File: config.mk
export PLATFORM = sky130hd
export DESIGN_NAME = decade_chain
export DESIGN_NICKNAME = d
export VERILOG_FILES = /design/src/rtl/decade_chain_pkg.sv /design/src/rtl/decade_rst_sync.sv /design/src/rtl/decade_stage.sv /design/src/rtl/decade_chain.sv
export SDC_FILE = /design/constraint.sdc
export NUM_CORES = 1
export LEC_CHECK = 0
export ABC_CLOCK_PERIOD_IN_PS = 2150
export BUFFER_PORTS_ARGS = -buffer_cell sky130_fd_sc_hd__buf_2
export CAP_MARGIN = 20
export CELL_PAD_IN_SITES_DETAIL_PLACEMENT = 0
export CELL_PAD_IN_SITES_GLOBAL_PLACEMENT = 2
export CORE_AREA = 2 2 72 74
export CTS_BUF_LIST = sky130_fd_sc_hd__clkbuf_4 sky130_fd_sc_hd__clkbuf_8
export CTS_CLUSTER_DIAMETER = 50
export DETAILED_ROUTE_END_ITERATION = 10
export DIE_AREA = 0 0 74 76
export GPL_TIMING_DRIVEN = 0
export PLACE_DENSITY = 0.74
export RECOVER_POWER = 50
export SLEW_MARGIN = 0
export SYNTH_ARGS = -nofsm -noshare
export SYNTH_HDL_FRONTEND = slang
export SYNTH_SLANG_ARGS = --single-unit
File: constraint.sdc
create_clock -name clk_i -period 2.15 [get_ports clk_i]
set_clock_uncertainty 0.2 [all_clocks]
set_input_delay 0 -clock clk_i [delete_from_list [all_inputs] [get_ports clk_i]]
set_output_delay 0 -clock clk_i [all_outputs]
set_load 0.05 [all_outputs]
File: src/rtl/decade_chain_pkg.sv
package decade_chain_pkg;
  localparam int unsigned STAGE_W = 10;
  localparam int unsigned LAST    = STAGE_W - 1;
  typedef logic [STAGE_W-1:0] onehot_t;
endpackage

File: src/rtl/decade_rst_sync.sv
module decade_rst_sync #(
  parameter int unsigned DEPTH = 2
) (
  input  logic clk_i,
  input  logic rst_ni,
  output logic rst_sync_no
);
  logic [DEPTH-1:0] sync_q;
  logic [DEPTH-1:0] sync_d;

  always_comb begin
    sync_d = {sync_q[DEPTH-2:0], 1'b1};
  end

  always_ff @(posedge clk_i or negedge rst_ni) begin
    if (!rst_ni) sync_q <= '0;
    else         sync_q <= sync_d;
  end

  assign rst_sync_no = sync_q[DEPTH-1];
endmodule

File: src/rtl/decade_stage.sv
module decade_stage
  import decade_chain_pkg::*;
(
  input  logic    clk_i,
  input  logic    rst_ni,
  input  logic    step_i,
  input  logic    clr_i,
  output onehot_t q_o,
  output logic    adv_o
);
  onehot_t q_q;
  onehot_t q_d;
  logic    step_ok;
  logic    load_en;

  // own Q9 inhibits stepping; chain clear has priority
  assign step_ok = step_i & ~q_q[LAST] & ~clr_i;
  assign load_en = clr_i | step_ok;

  always_comb begin
    q_d = q_q;
    if (clr_i)        q_d = onehot_t'(1);
    else if (step_ok) q_d = {q_q[LAST-1:0], 1'b0};
  end

  always_ff @(posedge clk_i or negedge rst_ni) begin
    if (!rst_ni)      q_q <= onehot_t'(1);
    else if (load_en) q_q <= q_d;
  end

  assign q_o   = q_q;
  assign adv_o = step_ok;
endmodule

File: src/rtl/decade_chain.sv
module decade_chain
  import decade_chain_pkg::*;
#(
  parameter int unsigned NUM_STAGES = 3
) (
  input  logic                          clk_i,
  input  logic                          rst_ni,
  input  logic                          step_i,
  output logic [NUM_STAGES*STAGE_W-1:0] state_o,
  output logic [NUM_STAGES-1:0]         adv_o
);
  localparam int unsigned TAIL = NUM_STAGES - 1;

  logic                  run_n;
  logic                  step_q;
  logic [NUM_STAGES-1:0] stage_en;
  logic [NUM_STAGES-1:0] stage_clr;
  logic [NUM_STAGES-1:0] stage_adv;
  logic [NUM_STAGES-1:0] pass_on;
  onehot_t               stage_q [NUM_STAGES];

  decade_rst_sync #(.DEPTH(2)) u_rst_sync (
    .clk_i      (clk_i),
    .rst_ni     (rst_ni),
    .rst_sync_no(run_n)
  );

  assign step_q = step_i & run_n;

  for (genvar k = 0; k < NUM_STAGES; k++) begin : g_stage
    if (k == 0) begin : g_head
      assign stage_en[k]  = step_q;
      assign stage_clr[k] = stage_q[TAIL][LAST];
    end else begin : g_body
      assign stage_en[k]  = step_q & pass_on[k-1];
      assign stage_clr[k] = stage_q[k-1][0];
    end

    // hand-off: at Q9 already, or entering Q9 on this very strobe
    assign pass_on[k] = stage_q[k][LAST] | (stage_adv[k] & stage_q[k][LAST-1]);

    decade_stage u_stage (
      .clk_i (clk_i),
      .rst_ni(rst_ni),
      .step_i(stage_en[k]),
      .clr_i (stage_clr[k]),
      .q_o   (stage_q[k]),
      .adv_o (stage_adv[k])
    );

    assign state_o[k*STAGE_W +: STAGE_W] = stage_q[k];
  end

  assign adv_o = stage_adv;
endmodule

==> run_results.csv, run 1 <==
group,metric,value,unit
sta,setup_viol,0,
route,wl_per_cell,14.1,µm
worst_setup_path,required,1950,ps
worst_setup_path,crit_chain,"nand2b_4 > a211oi_4 > buf_6 > nor2b_1 > buf_4 > clkbuf_4",
clocking,cts_buffer_depth,2,
sta,drv_slew,0,
worst_setup_path,slowest_stage,"dfrtp_2",
floorplanning,die_area,5620,µm²
floorplanning,ios,36,
clocking,h-tree-depth,2,
power_and_ir_drop,clock_power_share,24.5,%
finish,n_antenna_cell,0,
yosys,yosys-top-cells-area,"dfrtp_1 (46%), dfstp_2 (5.0%), mux2i_1 (4.4%)",
power_and_ir_drop,p_int,1.16,mW
power_and_ir_drop,swShare,43.5,%
sta,hold_viol_final,0,
yosys,synth_fp_nets,161,
yosys,synth_cells,158,
clocking,cts_tree,"yes",
yosys,yosys_register_bits,32,
route,viasPerCell,5.01,
sta,setup_tns,0,ps
grt,grt_use_total,14.9,%
route,detailroute.via_count,1369,
power_and_ir_drop,p_comb_share,37.0,%
power_and_ir_drop,seqPwrFrac,38.5,%
clocking,cts_made_buffers,5,
sta,period_needed,2060,ps
power_and_ir_drop,p_per_area,1050,nW/µm²
yosys,yosysSeqAreaShare,50.7,%
finish,areaGrowthSynthToFinish,23.2,%
power_and_ir_drop,ir_worst_vdd,0.422,mV
route,wl,3.84,mm
clocking,clock-sinks,32,
sta,fin_ws,91.9,ps
worst_setup_path,cp.arrival,1860,ps
worst_setup_path,endpoint_kind,"output pin",
place,gp_congestion,0.686,
sta,tightestPinTransition,830,ps
finish,nets,205,
yosys,synth_common_cells,"dfrtp_1 (29), nand2_1 (16), nor2_1 (15)",
yosys,synthDistinctLibCells,32,
grt,antenna_found_initial,0,
yosys,syn_area,1590,µm²
grt,grt_pass1_wl,6.49,mm
route,remaining_drc_errors,0,
sta,finalCritPeriodShare,95.7,%
status,status,"completed",
sta,rsz0062_at_grt,"no",
finish,drive_gt1_share,24.6,%
place,hpwl,2.64,mm
worst_setup_path,path_max_fanout,10,
sta,clock.fmax,486,MHz
clocking,clkTransAtPathRegs,70,ps
worst_setup_path,cpPeakStageDelay,440,ps
yosys,synth_enable_flop_cells,0,
yosys,yosys_most_used_dff,"dfrtp_1",
grt,grt_pass1_vias,1391,
clocking,ctsRootBufferMaster,"clkbuf_8",
route,first_pass_iters,4,
yosys,avgSynthCellArea,10.0,µm²
place,port_buffers,35,
floorplanning,die_h,76,µm
floorplanning,start_util,32.3,%
yosys,yosysMostFrequentCell,"dfrtp_1",
worst_setup_path,start_kind,"register",
worst_setup_path,path_buf_inv,3,
yosys,ys_warn_count,0,
place,pre_cts_ws,353,ps
grt,grt_max_degree,33,
floorplanning,fp.coreArea,4910,µm²
worst_setup_path,path_class,"reg2out",
yosys,yosysTopAreaCell,"dfrtp_1",
grt,gr-total-overflow,0,
job,cap_violations,0,
yosys,synthArstFlopShare,100,%
finish,fillCellCount,510,
clocking,worstSkewPairLatency,280,ps
route,ant_nets,0,
clocking,cts_setup_buffers,0,
power_and_ir_drop,p_sw,0.890,mW
finish,post-route-util,39.8,%
yosys,synth_top_area_share,45.8,%
floorplanning,rows,26,
hold_path,hp-class,"in2async",
route,drtIter0Drc,69,
worst_setup_path,critPathTopFamily,"buffers and inverters",
sta,relSlewSlack,44.7,%
floorplanning,die_w,74,µm
power_and_ir_drop,p_leak,0.882,nW
==> stage by stage <==
step / instance area (µm²) / total power [mW] / hold slack (ps) / std cells
2_1_floorplan: 1590 / 1.38 / -496 / 158
3_3_place_gp: 1850 / 1.56 / -93.5 / 263
3_5_place_dp: 1850 / 1.57 / -83.8 / 263
4_1_cts: 1970 / 2.09 / 149 / 273
5_1_grt: 1950 / 2.16 / 183 / 273
6_report: 1950 / 2.05 / 148 / 273
==> power groups by stage <==
| stage | Sequential [mW] | Combinational, mW | Clock [mW] |
|---|---|---|---|
| CTS | 0.786 | 0.783 | 0.520 |
| floorplan | 1.07 | 0.317 | 0 |
| finish | 0.788 | 0.758 | 0.502 |
| global route | 0.806 | 0.810 | 0.547 |
| global placement | 0.791 | 0.771 | 0 |
| detailed placement | 0.796 | 0.777 | 0 |
==> registers in the layout (all words and copies together), names as in the netlist <==
name	cells
u_rst_sync.sync_q	2
g_stage.u_stage.q_o	30
==> area by class of cell <==
cell class	count	area, µm²	share of cell area (%)
inverter	3	11.3	0.577
multi-input combinational	107	658	33.7
sequential	32	806	41.3
clock buffer	8	97.6	5.00
tap	70	87.6	4.48
buffer	16	111	5.70
timing repair buffer	37	181	9.29
==> cells by family (layout without fill, tap and decap cells) <==
kind of cell / after synthesis / after routing / share of synthesized area [%]
AO/OA/AOI/OAI: 30 / 30 / 14.2
buffers and inverters: 19 / 64 / 7.73
flip-flops: 32 / 32 / 50.8
multiplexers: 7 / 7 / 4.42
other: 1 / 1 / 0.237
AND/OR/NAND/NOR: 69 / 69 / 22.7
==> per-layer routing <==
metal	track usage (%)	routed length (µm)	vias up
met2	22.7	1830	39
li1	-	-	643
met4	8.00	44	0
met1	19.3	1760	681
met3	3.57	204	6
met5	0	0	-
==> final timing paths <==
kind                                            from                        end  slack [ps]  depth (start not counted)
hold / removal                                rst_ni  g_stage[1].u_stage.q_o[2]         150                          2
setup reg to reg           g_stage[1].u_stage.q_o[0]  g_stage[2].u_stage.q_o[7]         430                          4
max in group asynchronous                     rst_ni  g_stage[2].u_stage.q_o[9]        1030                          2
min in group clk_i              u_rst_sync.sync_q[0]       u_rst_sync.sync_q[1]         150                          0
hold reg to reg                 u_rst_sync.sync_q[0]       u_rst_sync.sync_q[1]         150                          0
setup / recovery           g_stage[2].u_stage.q_o[9]                   adv_o[1]          90                          6
==> placed cells by master (no fill, tap or decap), types with 3 or more instances in the layout <==
| cell | synthesis | routed |
|---|---|---|
| dfstp_2 | 3 | 3 |
| a31oi_1 | 6 | 6 |
| nand4_1 | 8 | 8 |
| buf_2 | 2 | 19 |
| nor3b_1 | 6 | 6 |
| nand2_1 | 16 | 16 |
| buf_6 | 3 | 3 |
| a21oi_1 | 11 | 11 |
| dfrtp_1 | 29 | 28 |
| buf_4 | 7 | 7 |
| nand3_1 | 14 | 14 |
| mux2i_1 | 7 | 7 |
| nand2b_1 | 3 | 3 |
| clkbuf_8 | 0 | 6 |
| inv_1 | 3 | 3 |
| nor2_1 | 15 | 15 |
| clkbuf_4 | 0 | 4 |
| clkbuf_1 | 4 | 19 |
==> repair_timing <==
| item | 4_1_cts | 5_1_grt |
|---|---|---|
| endpoints found under the setup margin | 0 | 2 |
| endpoints found under the hold margin | 32 | 0 |
| resized for setup | 0 | 3 |
| hold buffers | 2 | 0 |
Power figures use the tool's default switching activity.
==> run 2: changes to the inputs <==
--- a/config.mk
+++ b/config.mk
@@ -5,18 +5,18 @@
 export SDC_FILE = /design/constraint.sdc
 export NUM_CORES = 1
 export LEC_CHECK = 0
-export ABC_CLOCK_PERIOD_IN_PS = 2150
+export ABC_CLOCK_PERIOD_IN_PS = 2600
 export BUFFER_PORTS_ARGS = -buffer_cell sky130_fd_sc_hd__buf_2
 export CAP_MARGIN = 20
 export CELL_PAD_IN_SITES_DETAIL_PLACEMENT = 0
 export CELL_PAD_IN_SITES_GLOBAL_PLACEMENT = 2
-export CORE_AREA = 2 2 72 74
+export CORE_AREA = 2 2 69 71
 export CTS_BUF_LIST = sky130_fd_sc_hd__clkbuf_4 sky130_fd_sc_hd__clkbuf_8
 export CTS_CLUSTER_DIAMETER = 50
 export DETAILED_ROUTE_END_ITERATION = 10
-export DIE_AREA = 0 0 74 76
+export DIE_AREA = 0 0 71 73
 export GPL_TIMING_DRIVEN = 0
-export PLACE_DENSITY = 0.74
+export PLACE_DENSITY_LB_ADDON = 0.25
 export RECOVER_POWER = 50
 export SLEW_MARGIN = 0
 export SYNTH_ARGS = -nofsm -noshare
==> constraint.sdc (replaced) <==
create_clock -name clk_i -period 2.6 [get_ports clk_i]
set_clock_uncertainty 0.2 [all_clocks]
set_input_delay 0 -clock clk_i [delete_from_list [all_inputs] [get_ports clk_i]]
set_output_delay 0 -clock clk_i [all_outputs]
set_load 0.05 [all_outputs]
==> run 2 against run 1 <==
Against the previous run:
- largest cell class unchanged
- first-iteration DRC count grew 90%
- total power shrank 17%
- global-route usage grew 0.49 points
- critical path depth is the same
- critical endpoint unchanged
- the flow now finishes with violations (capacitance limit, slew limit)
- sequential power shrank 17%
- sequential cell count is the same
- combinational power shrank 18%
- worst setup slack gained 410 ps
- largest power group unchanged
- non-clock buffer count is the same
- sequential share of layout area grew 0.39 points
- final cell count shrank 5.9%
==> run_results.csv, run 2 (synthesized netlist as in run 1, its figures left out) <==
group,metric,value,unit
status,status,"finished with violations",
status,violations,"capacitance limit, slew limit",
finish,largest_reg_flops,30,
grt,antenna_found_initial,0,
clocking,cts_buffer_depth,2,
sta,period_needed,2100,ps
sta,drv_slew,33,
worst_setup_path,critPathTopFamily,"buffers and inverters",
worst_setup_path,crit_chain,"nand2b_4 > a211oi_4 > buf_6 > nor2b_1 > buf_4 > buf_2",
worst_setup_path,cp.arrival,1900,ps
sta,finalCritPeriodShare,80.9,%
route,wl_per_cell,14.4,µm
clocking,ctsResizeCount,0,
floorplanning,start_util,35.0,%
floorplanning,fp.coreArea,4540,µm²
route,ant_nets,0,
floorplanning,die_h,73,µm
clocking,cts_made_buffers,5,
worst_setup_path,required,2400,ps
finish,n_antenna_cell,0,
worst_setup_path,path_max_fanout,10,
route,remaining_drc_errors,0,
place,port_buffers,35,
place,gp_congestion,0.806,
sta,clock.fmax,476,MHz
power_and_ir_drop,p_leak,0.885,nW
finish,final_common_cell,"dfrtp_1",
power_and_ir_drop,p_per_area,883,nW/µm²
sta,setup_viol,0,
sta,rsz0062_at_grt,"no",
clocking,clock-sinks,32,
worst_setup_path,cpPeakStageDelay,440,ps
sta,setup_tns,0,ps
worst_setup_path,worst-r2r-cell-count,4,
finish,drive_gt1_share,23.6,%
floorplanning,die_w,71,µm
power_and_ir_drop,power,1.71,mW
clocking,clkTransAtPathRegs,70,ps
sta,relSlewSlack,-15.5,%
worst_setup_path,path_depth,6,
finish,nets,205,
floorplanning,ios,36,
finish,multiInputGateArea,658,µm²
route,detailroute.via_count,1329,
worst_setup_path,path_buf_inv,3,
sta,tightestPinTransition,1730,ps
finish,fillCellCount,452,
route,wl,3.70,mm
worst_setup_path,start_kind,"register",
clocking,cts_tree,"yes",
clocking,ctsRootBufferMaster,"clkbuf_8",
clocking,postCtsHoldBufs,2,
worst_setup_path,endpoint_kind,"output pin",
route,viasPerCell,5.17,
finish,ff_latch_area,805,µm²
sta,hold_viol_final,0,
grt,gr-total-overflow,0,
hold_path,min_path_cells,0,
grt,grt_max_degree,33,
route,drtIter0Drc,131,
worst_setup_path,path_class,"reg2out",
clocking,h-tree-depth,2,
hold_path,hp-class,"reg2reg",
floorplanning,rows,25,
grt,grt_pass1_vias,1299,
finish,layout.cells.most_common_list,"dfrtp_1 (29), buf_2 (21), clkbuf_1 (20), nand2_1 (16), nor2_1 (15)",
floorplanning,die_area,5180,µm²
grt,grt_pass1_wl,6.10,mm
finish,areaGrowthSynthToFinish,21.9,%
grt,grt_use_total,15.4,%
clocking,worstSkewPairLatency,280,ps
route,first_pass_iters,4,
clocking,cts_setup_buffers,0,
power_and_ir_drop,ir_worst_vdd,0.373,mV
worst_setup_path,slowest_stage,"dfrtp_1",
place,hpwl,2.57,mm
job,cap_violations,1,
-- run 2: cell types whose count changed in the layout (fill, tap and decap cells not counted), sizes merged --
cell,previous run,this run
clkbuf,30,28
buf,29,31
-- run 2: final timing paths --
check,from,slack (ps),end
worst max-delay path,g_stage[2].u_stage.q_o[9],500,adv_o[1]
worst min-delay path,u_rst_sync.sync_q[0],160,u_rst_sync.sync_q[1]
worst max register to register,g_stage[1].u_stage.q_o[0],860,g_stage[2].u_stage.q_o[7]
worst min register to register,u_rst_sync.sync_q[0],160,u_rst_sync.sync_q[1]
max in group asynchronous,rst_ni,680,g_stage[0].u_stage.q_o[6]
min in group asynchronous,rst_ni,510,g_stage[1].u_stage.q_o[2]
-- run 2: report_power, final --
group	total [mW]	switching, mW	internal, mW
Combinational	0.622	0.482	0.139
Clock	0.432	0.180	0.252
Sequential	0.652	0.0745	0.577
Total	1.71	0.737	0.969
-- run 2: worst register-to-register path, cell delays in order (launching register included) --
cell      delay [ps]
dfstp_2          590
clkbuf_1         440
nor3b_1          110
a41oi_1          190
nand3_1          100
-- run 2: cell type report --
class | count | share of cell area (%)
Sequential cell | 32 | 41.6
Multi-Input combinational cell | 107 | 34.1
Timing Repair Buffer | 37 | 9.07
Buffer | 16 | 5.76
Clock buffer | 8 | 5.38
Tap cell | 54 | 3.50
Inverter | 3 | 0.583
-- run 2: per-layer routing --
metal / global-route usage [%] / vias to the layer above / wire length, µm
met5: 0 / - / 0
met4: 7.34 / 0 / 64
met3: 5.39 / 7 / 186
met2: 23.6 / 32 / 1720
met1: 19.5 / 645 / 1730
li1: - / 645 / -
-- run 2: stage by stage --
| step | instance area (µm²) | worst slack, ps | utilization [%] | hold slack (ps) | std cells |
|---|---|---|---|---|---|
| after global placement | 1830 | 801 | 40.3 | -103 | 247 |
| after floorplan | 1590 | 699 | - | -496 | 158 |
| after CTS | 1950 | 465 | 43.0 | 132 | 257 |
| after global routing | 1930 | 313 | 42.6 | 164 | 257 |
| after detailed placement | 1830 | 795 | 40.3 | -102 | 247 |
| final | 1930 | 498 | 42.6 | 155 | 257 |
==> run 3: changes to the inputs <==
--- a/config.mk
+++ b/config.mk
@@ -5,16 +5,17 @@
 export SDC_FILE = /design/constraint.sdc
 export NUM_CORES = 1
 export LEC_CHECK = 0
-export ABC_CLOCK_PERIOD_IN_PS = 2600
+export ABC_AREA = 1
+export ABC_CLOCK_PERIOD_IN_PS = 2200
 export BUFFER_PORTS_ARGS = -buffer_cell sky130_fd_sc_hd__buf_2
 export CAP_MARGIN = 20
 export CELL_PAD_IN_SITES_DETAIL_PLACEMENT = 0
 export CELL_PAD_IN_SITES_GLOBAL_PLACEMENT = 2
-export CORE_AREA = 2 2 69 71
+export CORE_AREA = 2 2 68 70
 export CTS_BUF_LIST = sky130_fd_sc_hd__clkbuf_4 sky130_fd_sc_hd__clkbuf_8
 export CTS_CLUSTER_DIAMETER = 50
 export DETAILED_ROUTE_END_ITERATION = 10
-export DIE_AREA = 0 0 71 73
+export DIE_AREA = 0 0 70 72
 export GPL_TIMING_DRIVEN = 0
 export PLACE_DENSITY_LB_ADDON = 0.25
 export RECOVER_POWER = 50
==> constraint.sdc (replaced) <==
create_clock -name clk_i -period 2.2 [get_ports clk_i]
set_clock_uncertainty 0.2 [all_clocks]
set_input_delay 0 -clock clk_i [delete_from_list [all_inputs] [get_ports clk_i]]
set_output_delay 0 -clock clk_i [all_outputs]
set_load 0.05 [all_outputs]
==> run 3 against run 2 <==
Against the previous run:
- the flow now finishes without violations
- synthesized cell count down 18%
- final area down 13%
- area after synthesis down 14%
- sequential share of layout area up 6.1 points
- worst setup slack worse by 280 ps
==> run_results.csv, run 3 <==
group,metric,value,unit
yosys,synth_top_area_share,53.5,%
yosys,synthDistinctLibCells,22,
clocking,cts_made_buffers,5,
sta,hold_viol_final,0,
finish,drive_gt1_share,28.0,%
place,gp_congestion,0.677,
sta,finalCritPeriodShare,90.1,%
place,placedCellCount,217,
route,first_pass_iters,4,
floorplanning,die_h,72,µm
place,hpwl,1.97,mm
finish,n_antenna_cell,0,
sta,tightestPinTransition,803,ps
place,port_buffers,35,
clocking,clock-sinks,32,
sta,relSlewSlack,46.5,%
sta,period_needed,1980,ps
finish,areaGrowthSynthToFinish,24.1,%
yosys,synth_common_cells,"dfrtp_1 (29), inv_1 (18), o22ai_1 (15)",
floorplanning,ios,36,
yosys,synth_cells,130,
finish,largest_reg_flops,30,
finish,post-route-util,39.5,%
finish,nets,177,
status,status,"completed",
yosys,syn_area,1360,µm²
yosys,synth_fp_nets,133,
power_and_ir_drop,p_leak,0.837,nW
yosys,yosys_most_used_dff,"dfrtp_1",
worst_setup_path,startpoint,"g_stage[2].u_stage.q_o[9]",
route,ant_nets,0,
worst_setup_path,required,2000,ps
sta,fin_ws,217,ps
grt,grt_use_total,12.1,%
finish,final_common_cell,"dfrtp_1",
grt,grt_max_degree,33,
clocking,clkTransAtPathRegs,60,ps
worst_setup_path,cp.arrival,1780,ps
yosys,synthArstFlopShare,100,%
grt,antenna_found_initial,0,
worst_setup_path,endpoint_kind,"output pin",
yosys,yosysSeqAreaShare,59.3,%
grt,grt_pass1_vias,1037,
hold_path,hp-class,"in2async",
route,wl,2.81,mm
yosys,yosys-top-cells-area,"dfrtp_1 (53%), o22ai_1 (6.9%), dfstp_2 (5.8%)",
place,pre_cts_ws,496,ps
sta,clock.fmax,504,MHz
yosys,synth_enable_flop_cells,0,
route,remaining_drc_errors,0,
yosys,yosysMostFrequentCell,"dfrtp_1",
route,viasPerCell,4.66,
floorplanning,rows,24,
worst_setup_path,path_max_fanout,10,
sta,rsz0062_at_grt,"no",
yosys,yosys_register_bits,32,
yosys,ys_warn_count,0,
sta,drv_slew,0,
power_and_ir_drop,ir_worst_vdd,0.471,mV
clocking,worstSkewPairLatency,270,ps
route,wl_per_cell,12.4,µm
floorplanning,die_area,5040,µm²
worst_setup_path,rr_startpoint,"g_stage[2].u_stage.q_o[9]",
floorplanning,die_w,70,µm
floorplanning,start_util,31.8,%
sta,setup_tns,0,ps
job,cap_violations,0,
route,drtIter0Drc,57,
finish,fin_cells,227,
worst_setup_path,start_kind,"register",
worst_setup_path,path_class,"reg2out",
clocking,h-tree-depth,2,
power_and_ir_drop,p_per_area,1060,nW/µm²
yosys,yosysTopAreaCell,"dfrtp_1",
finish,layout.cells.most_common_list,"dfrtp_1 (29), clkbuf_1 (21), inv_1 (19), o22ai_1 (15), buf_2 (15)",
clocking,cts_tree,"yes",
clocking,cts_buffer_depth,2,
grt,gr-total-overflow,0,
power_and_ir_drop,power,1.78,mW
finish,fillCellCount,442,
floorplanning,fp.coreArea,4260,µm²
sta,setup_viol,0,
route,detailroute.via_count,1058,
clocking,ctsRootBufferMaster,"clkbuf_8",
grt,grt_pass1_wl,4.73,mm
yosys,avgSynthCellArea,10.4,µm²
clocking,cts_setup_buffers,0,
## run 3: changes by cell type after synthesis, sizes merged, moves of 7 or more
cell,change
nor2,-9
mux2i,-7
a21oi,-11
o22ai,+15
inv,+19
## run 3: cell families (layout without fill, tap and decap cells)
kind of cell / Yosys count / after routing / synth area share (%)
other cells: 1 / 1 / 0.276
buf+inv: 31 / 76 / 11.2
simple gates: 47 / 47 / 20.6
flops: 32 / 32 / 59.3
compound gates: 19 / 19 / 8.66
## run 3: path summary, 6_finish.rpt
path / to / slack [ps] / cells after the start
max: adv_o[2] / 220 / 9
min: g_stage[0].u_stage.q_o[6] / 140 / 2
max reg2reg: g_stage[2].u_stage.q_o[2] / 690 / 8
min reg2reg: u_rst_sync.sync_q[1] / 160 / 0
max in group asynchronous: g_stage[2].u_stage.q_o[2] / 1160 / 2
min in group clk_i: u_rst_sync.sync_q[1] / 160 / 0
## run 3: worst max-delay path, stage by stage (launching register included)
cell and delay [ps]:
dfrtp_1 450, inv_1 180, nand2_4 70, nand2_4 70, nand4_4 80, nand2_4 90, nand2_4 90, nor2_1 120
buf_4 110, buf_2 250
## run 3: where the power goes
| group | switching [mW] | internal (mW) | total (mW) |
|---|---|---|---|
| sequential | 0.0449 | 0.664 | 0.709 |
| clock | 0.197 | 0.261 | 0.458 |
| combinational | 0.478 | 0.137 | 0.615 |
## run 3: layer usage
metal | routed length [µm] | global-route usage (%)
met5 | 0 | 0
met4 | 36 | 5.13
met3 | 168 | 5.00
met2 | 1360 | 20.1
met1 | 1240 | 13.8
## run 3: layout make-up
type | instances | area [µm²] | share of cell area, %
flip-flops and latches | 32 | 805 | 47.8
clock buffers | 8 | 91.3 | 5.42
multi-input cells | 67 | 402 | 23.8
inverters | 22 | 82.6 | 4.90
plain buffers | 9 | 68.8 | 4.09
well taps | 52 | 65.1 | 3.86
repair buffers | 37 | 170 | 10.1
## run 3: what timing repair did
action,CTS,global route
hold buffers,2,0
hold endpoints to repair,32,0
gates resized for setup,0,0
## run 3: metrics by stage
stage                     hold WS (ps)  area, µm²
final                              143       1680
after global routing               179       1680
after CTS                          144       1710
after detailed placement         -98.1       1600
after global placement            -116       1600
after floorplan                   -496       1360
